===== src/rtl/irqf_pkg.sv =====
package irqf_pkg;
  typedef enum logic [1:0] {
    SNS_LOW  = 2'b00,
    SNS_FALL = 2'b01,
    SNS_RISE = 2'b10,
    SNS_BOTH = 2'b11
  } sense_e;

  function automatic sense_e sense_of(input logic [1:0] code);
    return sense_e'(code);
  endfunction
endpackage


===== src/rtl/irqf_sync.sv =====
module irqf_sync #(
  parameter int   W       = 8,
  parameter int   STAGES  = 2,
  parameter logic RST_VAL = 1'b1
) (
  input  logic         clk,
  input  logic         rst,
  input  logic [W-1:0] d_i,
  output logic [W-1:0] q_o
);
  logic [W-1:0] stg [STAGES];

  always_ff @(posedge clk) begin
    if (rst) stg[0] <= {W{RST_VAL}};
    else     stg[0] <= d_i;
  end

  for (genvar s = 1; s < STAGES; s++) begin : g_stage
    always_ff @(posedge clk) begin
      if (rst) stg[s] <= {W{RST_VAL}};
      else     stg[s] <= stg[s-1];
    end
  end

  assign q_o = stg[STAGES-1];
endmodule


===== src/rtl/irqf_detect.sv =====
module irqf_detect
  import irqf_pkg::*;
#(
  parameter int NCH = 8,
  localparam int SW = 2 * NCH
) (
  input  logic           clk,
  input  logic           rst,
  input  logic [NCH-1:0] lvl_i,
  input  logic [SW-1:0]  sense_i,
  output logic [NCH-1:0] set_o
);
  logic [NCH-1:0] prev_q;

  always_ff @(posedge clk) begin
    if (rst) prev_q <= '1;
    else     prev_q <= lvl_i;
  end

  for (genvar n = 0; n < NCH; n++) begin : g_ch
    logic fall, rise;
    assign fall = prev_q[n] & ~lvl_i[n];
    assign rise = ~prev_q[n] & lvl_i[n];
    always_comb begin
      unique case (sense_of(sense_i[2*n+1 -: 2]))
        SNS_LOW:  set_o[n] = ~lvl_i[n];
        SNS_FALL: set_o[n] = fall;
        SNS_RISE: set_o[n] = rise;
        SNS_BOTH: set_o[n] = fall | rise;
        default:  set_o[n] = 1'b0;
      endcase
    end
  end
endmodule


===== src/rtl/irqf_flags.sv =====
module irqf_flags
  import irqf_pkg::*;
#(
  parameter int NCH = 8,
  localparam int SW = 2 * NCH
) (
  input  logic           clk,
  input  logic           rst,
  input  logic [NCH-1:0] set_i,
  input  logic [NCH-1:0] lvl_i,
  input  logic [SW-1:0]  sense_i,
  input  logic           rd_en_i,
  input  logic           wr_en_i,
  input  logic [NCH-1:0] wr_data_i,
  input  logic [NCH-1:0] ack_i,
  input  logic [NCH-1:0] xfer_start_i,
  input  logic [NCH-1:0] xfer_keep_i,
  output logic [NCH-1:0] flag_o,
  output logic [NCH-1:0] qual_o
);
  logic [NCH-1:0] flag_q, qual_q;
  logic [NCH-1:0] clr, flag_d, qual_d;

  for (genvar n = 0; n < NCH; n++) begin : g_clr
    logic sw_clr, ack_clr, xfer_clr;
    assign sw_clr   = wr_en_i & ~wr_data_i[n] & qual_q[n];
    assign xfer_clr = xfer_start_i[n] & ~xfer_keep_i[n];
    always_comb begin
      if (sense_of(sense_i[2*n+1 -: 2]) == SNS_LOW) ack_clr = ack_i[n] & lvl_i[n];
      else                                          ack_clr = ack_i[n];
    end
    assign clr[n] = sw_clr | ack_clr | xfer_clr;
  end

  always_comb begin
    flag_d = (flag_q & ~clr) | set_i;
    qual_d = rd_en_i ? flag_q : qual_q;
    qual_d = qual_d & ~clr & flag_d;
  end

  always_ff @(posedge clk) begin
    if (rst) begin
      flag_q <= '0;
      qual_q <= '0;
    end else begin
      flag_q <= flag_d;
      qual_q <= qual_d;
    end
  end

  assign flag_o = flag_q;
  assign qual_o = qual_q;
endmodule


===== src/rtl/irq_flag_bank.sv =====
module irq_flag_bank #(
  parameter int NCH         = 8,
  parameter int SYNC_STAGES = 2,
  localparam int SW = 2 * NCH
) (
  input  logic           clk,
  input  logic           rst,
  input  logic [NCH-1:0] req_pin_i,
  input  logic [SW-1:0]  sense_i,
  input  logic           rd_en_i,
  input  logic           wr_en_i,
  input  logic [NCH-1:0] wr_data_i,
  output logic [NCH-1:0] rd_data_o,
  input  logic [NCH-1:0] ack_i,
  input  logic [NCH-1:0] xfer_start_i,
  input  logic [NCH-1:0] xfer_keep_i,
  output logic [NCH-1:0] pend_o
);
  logic [NCH-1:0] lvl, set_evt, flag, qual;

  irqf_sync #(.W(NCH), .STAGES(SYNC_STAGES), .RST_VAL(1'b1)) u_sync (
    .clk(clk), .rst(rst), .d_i(req_pin_i), .q_o(lvl)
  );

  irqf_detect #(.NCH(NCH)) u_detect (
    .clk(clk), .rst(rst), .lvl_i(lvl), .sense_i(sense_i), .set_o(set_evt)
  );

  irqf_flags #(.NCH(NCH)) u_flags (
    .clk(clk), .rst(rst), .set_i(set_evt), .lvl_i(lvl), .sense_i(sense_i),
    .rd_en_i(rd_en_i), .wr_en_i(wr_en_i), .wr_data_i(wr_data_i),
    .ack_i(ack_i), .xfer_start_i(xfer_start_i), .xfer_keep_i(xfer_keep_i),
    .flag_o(flag), .qual_o(qual)
  );

  assign pend_o    = flag;
  assign rd_data_o = flag;
endmodule


===== config.mk =====
export PLATFORM = sky130hd
export DESIGN_NAME = irq_flag_bank
export DESIGN_NICKNAME = d
export VERILOG_FILES = /design/src/rtl/irqf_pkg.sv /design/src/rtl/irqf_sync.sv /design/src/rtl/irqf_detect.sv /design/src/rtl/irqf_flags.sv /design/src/rtl/irq_flag_bank.sv
export SDC_FILE = /design/constraint.sdc
export NUM_CORES = 1
export LEC_CHECK = 0
export ABC_AREA = 1
export BUFFER_PORTS_ARGS = -buffer_cell sky130_fd_sc_hd__buf_2
export CORE_UTILIZATION = 30
export DETAILED_ROUTE_END_ITERATION = 8
export SLEW_MARGIN = 20
export SYNTH_ARGS = -nofsm -noshare
export SYNTH_HDL_FRONTEND = slang
export SYNTH_HIERARCHICAL = 1
export SYNTH_SLANG_ARGS = --single-unit

===== constraint.sdc =====
create_clock -name clk -period 1.4 [get_ports clk]
set_input_delay 0.21 -clock clk [delete_from_list [all_inputs] [get_ports clk]]
set_output_delay 0.21 -clock clk [all_outputs]
set_load 0.02 [all_outputs]

* Word level (Yosys, flattened, before mapping) *
Memories as Yosys holds them, arrays and structs flattened.
Index checks and enable logic that the tools add are counted.

storage, ports and cells
  bits in registers = 24
  bits in latches = 0
  bits in writable memories = 16
  bits in read-only memories = 0
  bits of input ports = 60
  output and inout bits = 16
  memories kept = 1

memories
  memory      words  bits a word  read ports  clocked after Yosys merged registers in  wr ports  line             RTL
  u_sync.stg  2      8            2           0                                        2         irqf_sync.sv:11  logic [W-1:0] stg [STAGES];

operators by class
  add/subtract/negate cells = 0
  multiply operators = 0
  div/mod/pow operators = 0
  order comparisons = 0
  equal/unequal tests = 24
  shift-type cells = 0
  mux-type cells = 22
  bitwise gates (word level) = 111
  reduce and logical (&&, ||, !) cells = 8

operators with widths
  cell                                            count
  AND 1 bit                                       48
  == test 2 bit (second input constant)           16
  NOT 1 bit                                       32
  one-hot mux 1 bit (4 select lines)              8
  bitwise OR 1 bit                                26
  AND 8 bit                                       3
  2-to-1 mux 8 bit                                3
  == test 2 x 1 -> 1 bit (second input constant)  8
  zero test 2 bit                                 8
  2-to-1 mux 1 bit                                11
  NOT 8 bit                                       1
  bitwise OR 8 bit                                1

* Depth between registers and ports, before layout *
Gate-level depths: netlist (run 1).

  word-level depth = 9
  mapped depth = 8

* Modules after synthesis *
Netlist (run 1), hierarchy kept.

modules (own cells, without submodules)
  module         instances  cells each  area an instance (µm²)  seq. area each (µm²)
  irqf_flags     1          164         965.9                   320.3
  irqf_detect    1          137         804.5                   160.2
  irqf_sync      1          50          455.4                   320.3
  irq_flag_bank  1          8           60.1                    0.0

* Worst setup path before layout (run 1) *
No wires, ideal clock.

  path kind = register -> register
  start = memory u_sync.stg[1][0]
  end = register u_flags.qual_q[0] (netlist: u_flags/qual_o[0])
  setup time = 0.117 ns
  arrival time = 1.039 ns
  required time = 1.283 ns
  setup slack = 0.243 ns
  cell stages (with the launch flop) = 8
  clock period less this slack = 1.157 ns
  cell sequence = dfxtp_1 inv_1 ha_1 nand2_1 nand3_1 nand2_1 o2111ai_1 nor2_1

RTL lines
  element                 line              RTL
  start: declaration      irqf_sync.sv:11
  end signal: assignment  irqf_flags.sv:47  qual_q <= qual_d;
  end: declaration        irqf_flags.sv:21  logic [NCH-1:0] flag_q, qual_q;

==> run summary, run 1 <==
status - completed
largest fanout on the critical path - 4
post-cts sizing count - 0
Die Area - 7970 µm²
Critical Path RT - 1590 ps
compound-cell area share of the yosys netlist - 0.0657
share of the synthesized area in the top cell type - 0.350
Total GRT Usage - 0.131
routability-driven placement congestion ratio - 0.772
min Tclk post-route - 1280 ps
syn_area_per_cell - 6.37 µm²
GRT overflow - 0
cell taking the most area after synthesis - dfxtp_1
pre-CTS setup slack - 114 ps
commonest cells after routing, fill and taps aside - inv_1, nand2_1, buf_2
final setup margin - 122 ps
top post-synthesis cells by area - dfxtp_1, inv_1, nand2_1
Die Wd - 89.3 µm
register area share after synthesis - 0.350
critical path's largest stage delay - 390 ps
Reg area - 805 µm²
layout cell share with drive strength beyond 1 - 0.202
Max Cap Viol - 0
CP delay by family, top - flip-flops
H-tree depth - 2
FP Rows - 31
DRC errors left - 0
Post-Synth Simple-Gate Area - 0.267
first-pass GRT wire length - 7.95 mm
Final setup viols - 0
sum of routed wire length over all layers - 4.78 mm
# clock sinks - 40
vias per cell - 3.97
Max-slew headroom - 0.755
Internal Pwr Total - 1.88 mW
Syn. warnings - 6
critical path startpoint category - flip-flop
CTS buffer count - 5
ANT nets after route - 0
Initial DRC Count - 38
vias in the first global route - 1849
Leak - 1.78 nW
RSZ-0062 raised after global routing - false
mux share of post-synthesis cell area - 0
initial antenna violation count - 0
via count - 2100
root buf cell - clkbuf_8
Flop pwr share - 0.477
die height - 89.3 µm
CP most frequent cell - nand2_1
Power per Cell Area - 911 nW/µm²
hold crit path type - in2reg
Final #Nets - 505
flops & latches, synth - 40
critical path class - reg2reg
post-synthesis adder-cell area fraction - 0.0876
core box area - 7290 µm²
Hold Buf Count CTS - 0
VDD IR-drop max - 456 µV
filler cell count - 812
IO buf count - 75
Top Ports - 76
n_diodes - 0
Clock Power Share - 0.364
largest net degree at the start of global routing - 17
Switching Fraction - 0.266
crit path DAT - 1470 ps
commonest non-fill, non-tap cell in the layout - inv_1
Syn Std Cell Area - 2290 µm²
main combinational cell family by area after synthesis - simple AND/OR/NAND/NOR gates
Worst Max-Slew Pin Slew - 367 ps
syn nets - 435
critical path endpoint category - flip-flop
Post-CTS Repair Setup Buffers - 0
Fin Setup TNS - 0 ps
DR WL/cell - 9.03 µm
Clock Skew - 2.48 ps
Clk Latency, worst-skew pair - 290 ps
net switching power - 0.680 mW
worst path buffer plus inverter count - 1
Worst-path clk slew - 80 ps
CTS tree - built
CP Cell Sequence - inv_1 > ha_1 > nand2_1 > nand3_1 > nand2_1 > o2111ai_1 > nor2_1
Fin. Hold Viols - 0
initial core utilization - 0.313
Post-Synthesis Cells - 359
max-slew violations - 0
maximum clock rate - 783 MHz
area of the multi-input gates - 961 µm²
Gate power share - 0.159
Crit-path slowest cell - dfxtp_1
post-DP HPWL - 3.81 mm
Final period util - 0.913
Clock Path Buffers - 2
Post-Route Utilization - 0.385
Area Growth Syn to Fin - 22.8%
DRT Pass-1 Iters - 4
Yosys cell types - 15
Post-Synth XOR/XNOR Area - 0
[path summary, 6_finish.rpt]
check / cells after the start / to / startpoint / slack [ps]
setup / recovery: 7 / u_flags/qual_o[4] / u_sync/stg[1][4] / 120
hold / removal: 3 / u_sync/stg[0][0] / req_pin_i[0] / 90
setup reg to reg: 7 / u_flags/qual_o[4] / u_sync/stg[1][4] / 120
hold reg to reg: 2 / u_sync/stg[1][0] / u_sync/stg[0][0] / 410
[kinds of logic after synthesis]
kind of cell | Yosys count
AO/OA/AOI/OAI | 24
AND/OR/NAND/NOR | 152
buffers and inverters | 127
flip-flops | 40
adder cells (fa/ha/maj) | 16
[cell usage after synthesis (all sizes together)]
cell and n:
ha 16, a21oi 8, dfxtp 40, nor2 16, buf 12, inv 114
clkbuf 1, o21ai 8, nand2 104, o2111ai 8, nand3 32
[power by group through the flow]
stage	combinational (mW)	sequential, mW	clock, mW
final	0.407	1.22	0.931
after global routing	0.478	1.23	1.02
after CTS	0.413	1.22	0.966
after detailed placement	0.411	1.25	0
after global placement	0.406	1.25	0
after floorplan	0.243	1.26	0
[final cells by class]
type,count,share of cell area
Clock inverter,2,0.0125
Clock buffer,6,0.0258
Timing Repair Buffer,76,0.136
Multi-Input combinational cell,192,0.342
Sequential cell,40,0.287
Inverter,114,0.152
Tap cell,99,0.0441
[layer usage]
metal	up-vias	share of wire	global-route usage
met5	-	0	0
met4	0	0.0077	0.0375
met3	6	0.070	0.0425
met2	53	0.44	0.224
met1	866	0.48	0.157
li1	1175	-	-
[worst min-delay path, delay by kind of cell]
family                 cells  cell delay, ps
buffers and inverters      2             100
AND/OR/NAND/NOR            1              40
[through the flow]
step                power, mW  hold WS, ps  cells  area [µm²]
floorplan                1.51          302    359        2290
global placement         1.65          386    521        2700
detailed placement       1.66          390    521        2700
CTS                      2.60         77.3    529        2800
global route             2.73         79.3    529        2810
finish                   2.56         86.6    529        2810
[sequential cells by signal, summed over array words and instances (netlist names)]
register / cells
u_flags/qual_o: 8
u_sync/stg: 16
u_detect/prev_q: 8
u_flags/flag_o: 8
No activity file was read; power rests on OpenSTA's default activity.
==> inputs of run 2 (changes only) <==
--- a/config.mk
+++ b/config.mk
@@ -12,5 +12,4 @@
 export SLEW_MARGIN = 20
 export SYNTH_ARGS = -nofsm -noshare
 export SYNTH_HDL_FRONTEND = slang
-export SYNTH_HIERARCHICAL = 1
 export SYNTH_SLANG_ARGS = --single-unit
==> run summary, run 2 <==
routability-driven placement congestion ratio - 0.784 (+1.6%)
Final period util - 0.879 (-0.0335)
DRT Pass-1 Iters - 4 (unchanged)
FF-to-FF End - u_flags.qual_o[0]
commonest cells after routing, fill and taps aside - nand2_1, buf_2, inv_1
Clk Latency, worst-skew pair - 280 ps (about the same)
CTS tree - built
Worst-path clk slew - 80 ps (about the same)
final setup margin - 169 ps (+47.0 ps)
Final setup viols - 0 (unchanged)
Worst Max-Slew Pin Slew - 356 ps (-11.0 ps)
hold crit path type - in2reg
root buf cell - clkbuf_8
min Tclk post-route - 1230 ps (-47.0 ps)
status - completed
via count - 1950 (-7.1%)
Post-DP Area - 2590 µm² (-4.1%)
Top Ports - 76 (unchanged)
Initial DRC Count - 50 (+32%)
CTS buffer count - 5 (unchanged)
Max-slew headroom - 0.762 (+0.00737)
commonest non-fill, non-tap cell in the layout - nand2_1
Clock Skew - 3.76 ps (+1.29 ps)
Fin. Hold Viols - 0 (unchanged)
crit path DAT - 1460 ps (about the same)
hold path startpoint - req_pin_i[0]
Post-Synthesis Cells - 317 (-12%)
critical path class - reg2reg
layout cell share with drive strength beyond 1 - 0.262 (+0.0599)
Overall Power - 2.40 mW (-6.2%)
core box area - 6910 µm² (-5.3%)
pre-CTS setup slack - 174 ps (+59.7 ps)
max FFs per register - 16 (unchanged)
post-route insts no fill - 485 (-8.3%)
Area Growth Syn to Fin - 23.3%
ANT nets after route - 0 (unchanged)
Clock Path Buffers - 2 (unchanged)
Synth top cells by count - nand2_1, inv_1, dfxtp_1
Final #Nets - 464 (-8.1%)
RSZ-0062 raised after global routing - false
DR WL/cell - 9.17 µm (+1.5%)
FP Rows - 30 (-3.2%)
max-slew violations - 0 (unchanged)
Syn Std Cell Area - 2170 µm² (-5.0%)
critical path startpoint category - flip-flop
first-pass GRT wire length - 7.49 mm (-5.7%)
IO buf count - 75 (unchanged)
syn_area_per_cell - 6.85 µm² (+7.5%)
critical path endpoint category - flip-flop
H-tree depth - 2 (unchanged)
flop2flop setup slack - 170 ps (+50 ps)
DRC errors left - 0 (unchanged)
n_diodes - 0 (unchanged)
register area share after synthesis - 0.369 (+0.0186)
Yosys cell types - 15 (unchanged)
vias in the first global route - 1794 (-3.0%)
share of the synthesized area in the top cell type - 0.369 (+0.0186)
largest register by flop count - u_sync.stg
VDD IR-drop max - 386 µV (-15%)
vias per cell - 4.02 (+1.3%)
Syn. warnings - 0 (-6)
Leak - 1.59 nW (-10%)
Post-synth EDFFs - 0 (unchanged)
Die Area - 7580 µm² (-4.9%)
Power per Cell Area - 897 nW/µm² (-1.6%)
Critical Path RT - 1630 ps (+40 ps)
ys async rst share - 0 (unchanged)
Die Wd - 87.1 µm (-2.5%)
top post-synthesis cells by area - dfxtp_1, nand2_1, inv_1
post-DP HPWL - 3.55 mm (-6.8%)
maximum clock rate - 813 MHz (+3.8%)
worst-case reg-to-reg path depth - 9 (+2)
hold path cells - 2 (-1)
largest fanout on the critical path - 3 (-1)
Max Cap Viol - 0 (unchanged)
hold path endpoint - u_sync.stg[0][0]
most common cell in the netlist - nand2_1
die height - 87.1 µm (-2.5%)
post-route cell area - 2680 µm² (-4.6%)
flops & latches, synth - 40 (unchanged)
Total GRT Usage - 0.129 (-0.00235)
r2r startpoint - u_sync.stg[1][0]
syn nets - 393 (-9.7%)
largest net degree at the start of global routing - 15 (-2)
cell taking the most area after synthesis - dfxtp_1
Fin Setup TNS - 0 ps (unchanged)
sum of routed wire length over all layers - 4.45 mm (-6.9%)
initial core utilization - 0.314 (+0.000825)
dpl cells - 477 (-8.4%)
# clock sinks - 40 (unchanged)
initial antenna violation count - 0 (unchanged)
GRT overflow - 0 (unchanged)
ys flop type - dfxtp_1
==> run 2: cell types whose count changed in the layout (fill, tap and decap cells not counted), moves of 7 or more <==
cell,change
nor2_1,+18
inv_1,-58
nand2_1,-10
o2111ai_1,-8
or2_2,+16
o21ai_0,-7
mux2i_1,+8
==> run 2: routing by layer <==
layer  wire (µm)  global-route usage  share of wire  vias up
met2        2030               0.221           0.46       55
met1        2110               0.155           0.47      803
met4          66              0.0545          0.015        0
met5           0                   0              0        -
met3         234              0.0265          0.053        7
li1            -                   -              -     1085
==> run 2: worst max path at each step <==
stage                                 from                 to
after floorplan           u_sync.stg[1][0]  u_flags.qual_o[0]
after global placement    u_sync.stg[1][5]  u_flags.qual_o[5]
after detailed placement  u_sync.stg[1][0]  u_flags.qual_o[0]
after CTS                 u_sync.stg[1][5]  u_flags.qual_o[5]
after global routing      u_sync.stg[1][1]  u_flags.qual_o[1]
final                     u_sync.stg[1][0]  u_flags.qual_o[0]
==> run 2: repair_timing <==
item                                    4_1_cts  5_1_grt
hold buffers                                  0        0
hold endpoints to repair                      0        0
setup buffers                                 0        0
resized for setup                             0        1
endpoints found under the setup margin        0        1
==> run 2: cell type report <==
class | count | area (µm²)
clock buffers | 8 | 90.1
fillers | 795 | 4230
inverters | 55 | 206
repair buffers | 77 | 390
flip-flops and latches | 40 | 802
multi-input cells | 209 | 1070
well taps | 96 | 120
==> run 2: critical path: stages (launching register included) <==
cell and delay (ps):
dfxtp_1 360, inv_1 80, ha_1 290, inv_1 60
nand2_1 40, nand3_1 70, nand3_1 90, nand2_1 80
nand2_1 40, nor2_1 70
==> run 2: metrics by stage <==
step | hold WS, ps | util
after floorplan | 314 | -
after global placement | 393 | 0.374
after detailed placement | 392 | 0.374
after CTS | 93.7 | 0.388
after global routing | 93.1 | 0.388
final | 102 | 0.388
==> run 2: report_power, final <==
part           leakage (nW)  switching, mW  internal [mW]
sequential            0.329         0.0307           1.19
clock                0.0455          0.370          0.402
combinational          1.22          0.232          0.181
==> run 2: cell families after synthesis <==
kind of cell    synth area share
compound gates            0.0184
fa+ha+maj                 0.0922
buf+inv                    0.139
flops                      0.369
mux                       0.0369
simple gates               0.345
==> inputs of run 3 (changes only) <==
--- a/config.mk
+++ b/config.mk
@@ -9,6 +9,7 @@
 export BUFFER_PORTS_ARGS = -buffer_cell sky130_fd_sc_hd__buf_2
 export CORE_UTILIZATION = 30
 export DETAILED_ROUTE_END_ITERATION = 8
+export GPL_TIMING_DRIVEN = 0
 export SLEW_MARGIN = 20
 export SYNTH_ARGS = -nofsm -noshare
 export SYNTH_HDL_FRONTEND = slang
==> run summary, run 3 (synthesized netlist as in run 2, its figures left out) <==
status - completed
critical path's largest stage delay - 360 ps (about the same)
RSZ-0062 raised after global routing - false
IO buf count - 73 (-2.7%)
worst path buffer plus inverter count - 2 (unchanged)
# clock sinks - 40 (unchanged)
DRC errors left - 0 (unchanged)
post-DP HPWL - 3.64 mm (+2.7%)
core box area - 6910 µm² (unchanged)
Total GRT Usage - 0.128 (-0.000856)
GRT met3 Usage - 0.0322 (+0.00569)
vias in the first global route - 1768 (-1.4%)
Initial DRC Count - 36 (-28%)
n_diodes - 0 (unchanged)
final setup margin - 156 ps (-13.6 ps)
CTS buffer count - 5 (unchanged)
vias per cell - 4.01 (-0.31%)
FP Rows - 30 (unchanged)
Worst Max-Slew Pin Slew - 546 ps (+190 ps)
Area Growth Syn to Fin - 26.5%
Final setup viols - 0 (unchanged)
routability-driven placement congestion ratio - 0.748 (-4.5%)
grt peak-use layer - met2
critical path endpoint category - flip-flop
Fin Setup TNS - 0 ps (unchanged)
critical path class - reg2reg
FF-to-FF End - u_flags.qual_o[5]
Fin. Hold Viols - 0 (unchanged)
commonest cells after routing, fill and taps aside - nand2_1, buf_2, inv_1
VDD IR-drop max - 527 µV (+37%)
largest register by flop count - u_sync.stg
die height - 87.1 µm (unchanged)
r2r startpoint - u_sync.stg[1][5]
commonest non-fill, non-tap cell in the layout - nand2_1
CTS tree - built
met1 Resource Use GR - 0.153 (-0.00250)
flop2flop setup slack - 160 ps (about the same)
Clock Path Buffers - 2 (unchanged)
area of the multi-input gates - 1070 µm² (unchanged)
Die Wd - 87.1 µm (unchanged)
root buf cell - clkbuf_8
GRT overflow - 0 (unchanged)
CP delay by family, top - simple AND/OR/NAND/NOR gates
pre-CTS setup slack - 145 ps (-28.8 ps)
Clk Latency, worst-skew pair - 280 ps (about the same)
filler cell count - 784 (-1.4%)
max-slew violations - 0 (unchanged)
CP Depth - 9 (unchanged)
DR WL/cell - 9.29 µm (+1.3%)
hold crit path type - in2reg
ANT nets after route - 0 (unchanged)
post-cts sizing count - 0 (unchanged)
Post-Route Utilization - 0.398 (+0.00996)
crit path DAT - 1470 ps (about the same)
Final period util - 0.889 (+0.00973)
Overall Power - 2.42 mW (+0.95%)
DRT Pass-1 Iters - 4 (unchanged)
CP Capture Point - u_flags.qual_o[5]
initial antenna violation count - 0 (unchanged)
sum of routed wire length over all layers - 4.59 mm (+3.2%)
min Tclk post-route - 1240 ps (+13.6 ps)
CP most frequent cell - nand2_1
layout cell share with drive strength beyond 1 - 0.271 (+0.00915)
Power per Cell Area - 883 nW/µm² (-1.6%)
Critical Path RT - 1620 ps (about the same)
Leak - 1.64 nW (+2.7%)
initial core utilization - 0.314 (unchanged)
maximum clock rate - 804 MHz (-1.1%)
Worst-path clk slew - 80 ps (about the same)
met2 Use GR - 0.221 (unchanged)
CP Cell Sequence - inv_1 > ha_1 > inv_1 > nand2_1 > nand3_1 > nand3_1 > nand2_1 > nand2_1 > nor2_1
Die Area - 7580 µm² (unchanged)
Setup crit start - u_sync.stg[1][5]
H-tree depth - 2 (unchanged)
largest fanout on the critical path - 3 (unchanged)
Clock Skew - 6.41 ps (+2.65 ps)
Max Cap Viol - 0 (unchanged)
Max-slew headroom - 0.636 (-0.126)
Post-CTS Repair Setup Buffers - 0 (unchanged)
via count - 1980 (+1.5%)
first-pass GRT wire length - 7.38 mm (-1.5%)
Hold Buf Count CTS - 0 (unchanged)
Hold Slack - 106 ps (+4.37 ps)
critical path startpoint category - flip-flop
max FFs per register - 16 (unchanged)
Top Ports - 76 (unchanged)
Crit-path slowest cell - dfxtp_1
worst-case reg-to-reg path depth - 9 (unchanged)
Final #Nets - 473 (+1.9%)
Reg area - 801 µm² (-0.16%)
largest net degree at the start of global routing - 12 (-3)
[run 3: changes by cell type in the layout (fill, tap and decap cells not counted), sizes merged]
cell / delta
buf: +7
clkbuf: +2
[run 3: worst register-to-register path: stages (launching register included)]
cell,delay (ps)
dfxtp_1,360
inv_1,80
ha_1,290
inv_1,50
nand2_1,40
nand3_1,70
nand3_1,90
nand2_1,80
nand2_1,40
nor2_1,70
[run 3: area by class of cell]
| type | instances | share of cell area |
|---|---|---|
| multi-input cells | 209 | 0.389 |
| flip-flops and latches | 40 | 0.292 |
| repair buffers | 73 | 0.133 |
| inverters | 55 | 0.0752 |
| well taps | 96 | 0.0437 |
| plain buffers | 13 | 0.0346 |
| clock buffers | 8 | 0.0328 |
[run 3: how the worst min path moves through the flow]
| stage | startpoint | end | depth (start not counted) |
|---|---|---|---|
| 2_1_floorplan | req_pin_i[0] | u_sync.stg[0][0] | 1 |
| 3_3_place_gp | req_pin_i[2] | u_sync.stg[0][2] | 2 |
| 3_5_place_dp | u_sync.stg[0][7] | u_sync.stg[1][7] | 1 |
| 4_1_cts | req_pin_i[2] | u_sync.stg[0][2] | 2 |
| 5_1_grt | req_pin_i[0] | u_sync.stg[0][0] | 2 |
| 6_report | req_pin_i[2] | u_sync.stg[0][2] | 2 |
[run 3: per-stage QoR]
stage / cells / area (µm²)
after floorplan: 317 / 2170
after global placement: 486 / 2660
after detailed placement: 486 / 2660
after CTS: 494 / 2750
after global routing: 494 / 2750
final: 494 / 2750
[run 3: where the power goes]
group | internal (mW) | total [mW] | leakage (nW) | switching (mW)
logic | 0.203 | 0.441 | 1.26 | 0.238
clock network | 0.402 | 0.766 | 0.0455 | 0.364
registers | 1.19 | 1.22 | 0.329 | 0.0319
[run 3: routing by layer]
metal / vias up / routed length, µm
met4: 0 / 60
met5: - / 0
met3: 9 / 254
met1: 821 / 2190
met2: 51 / 2080
li1: 1099 / -
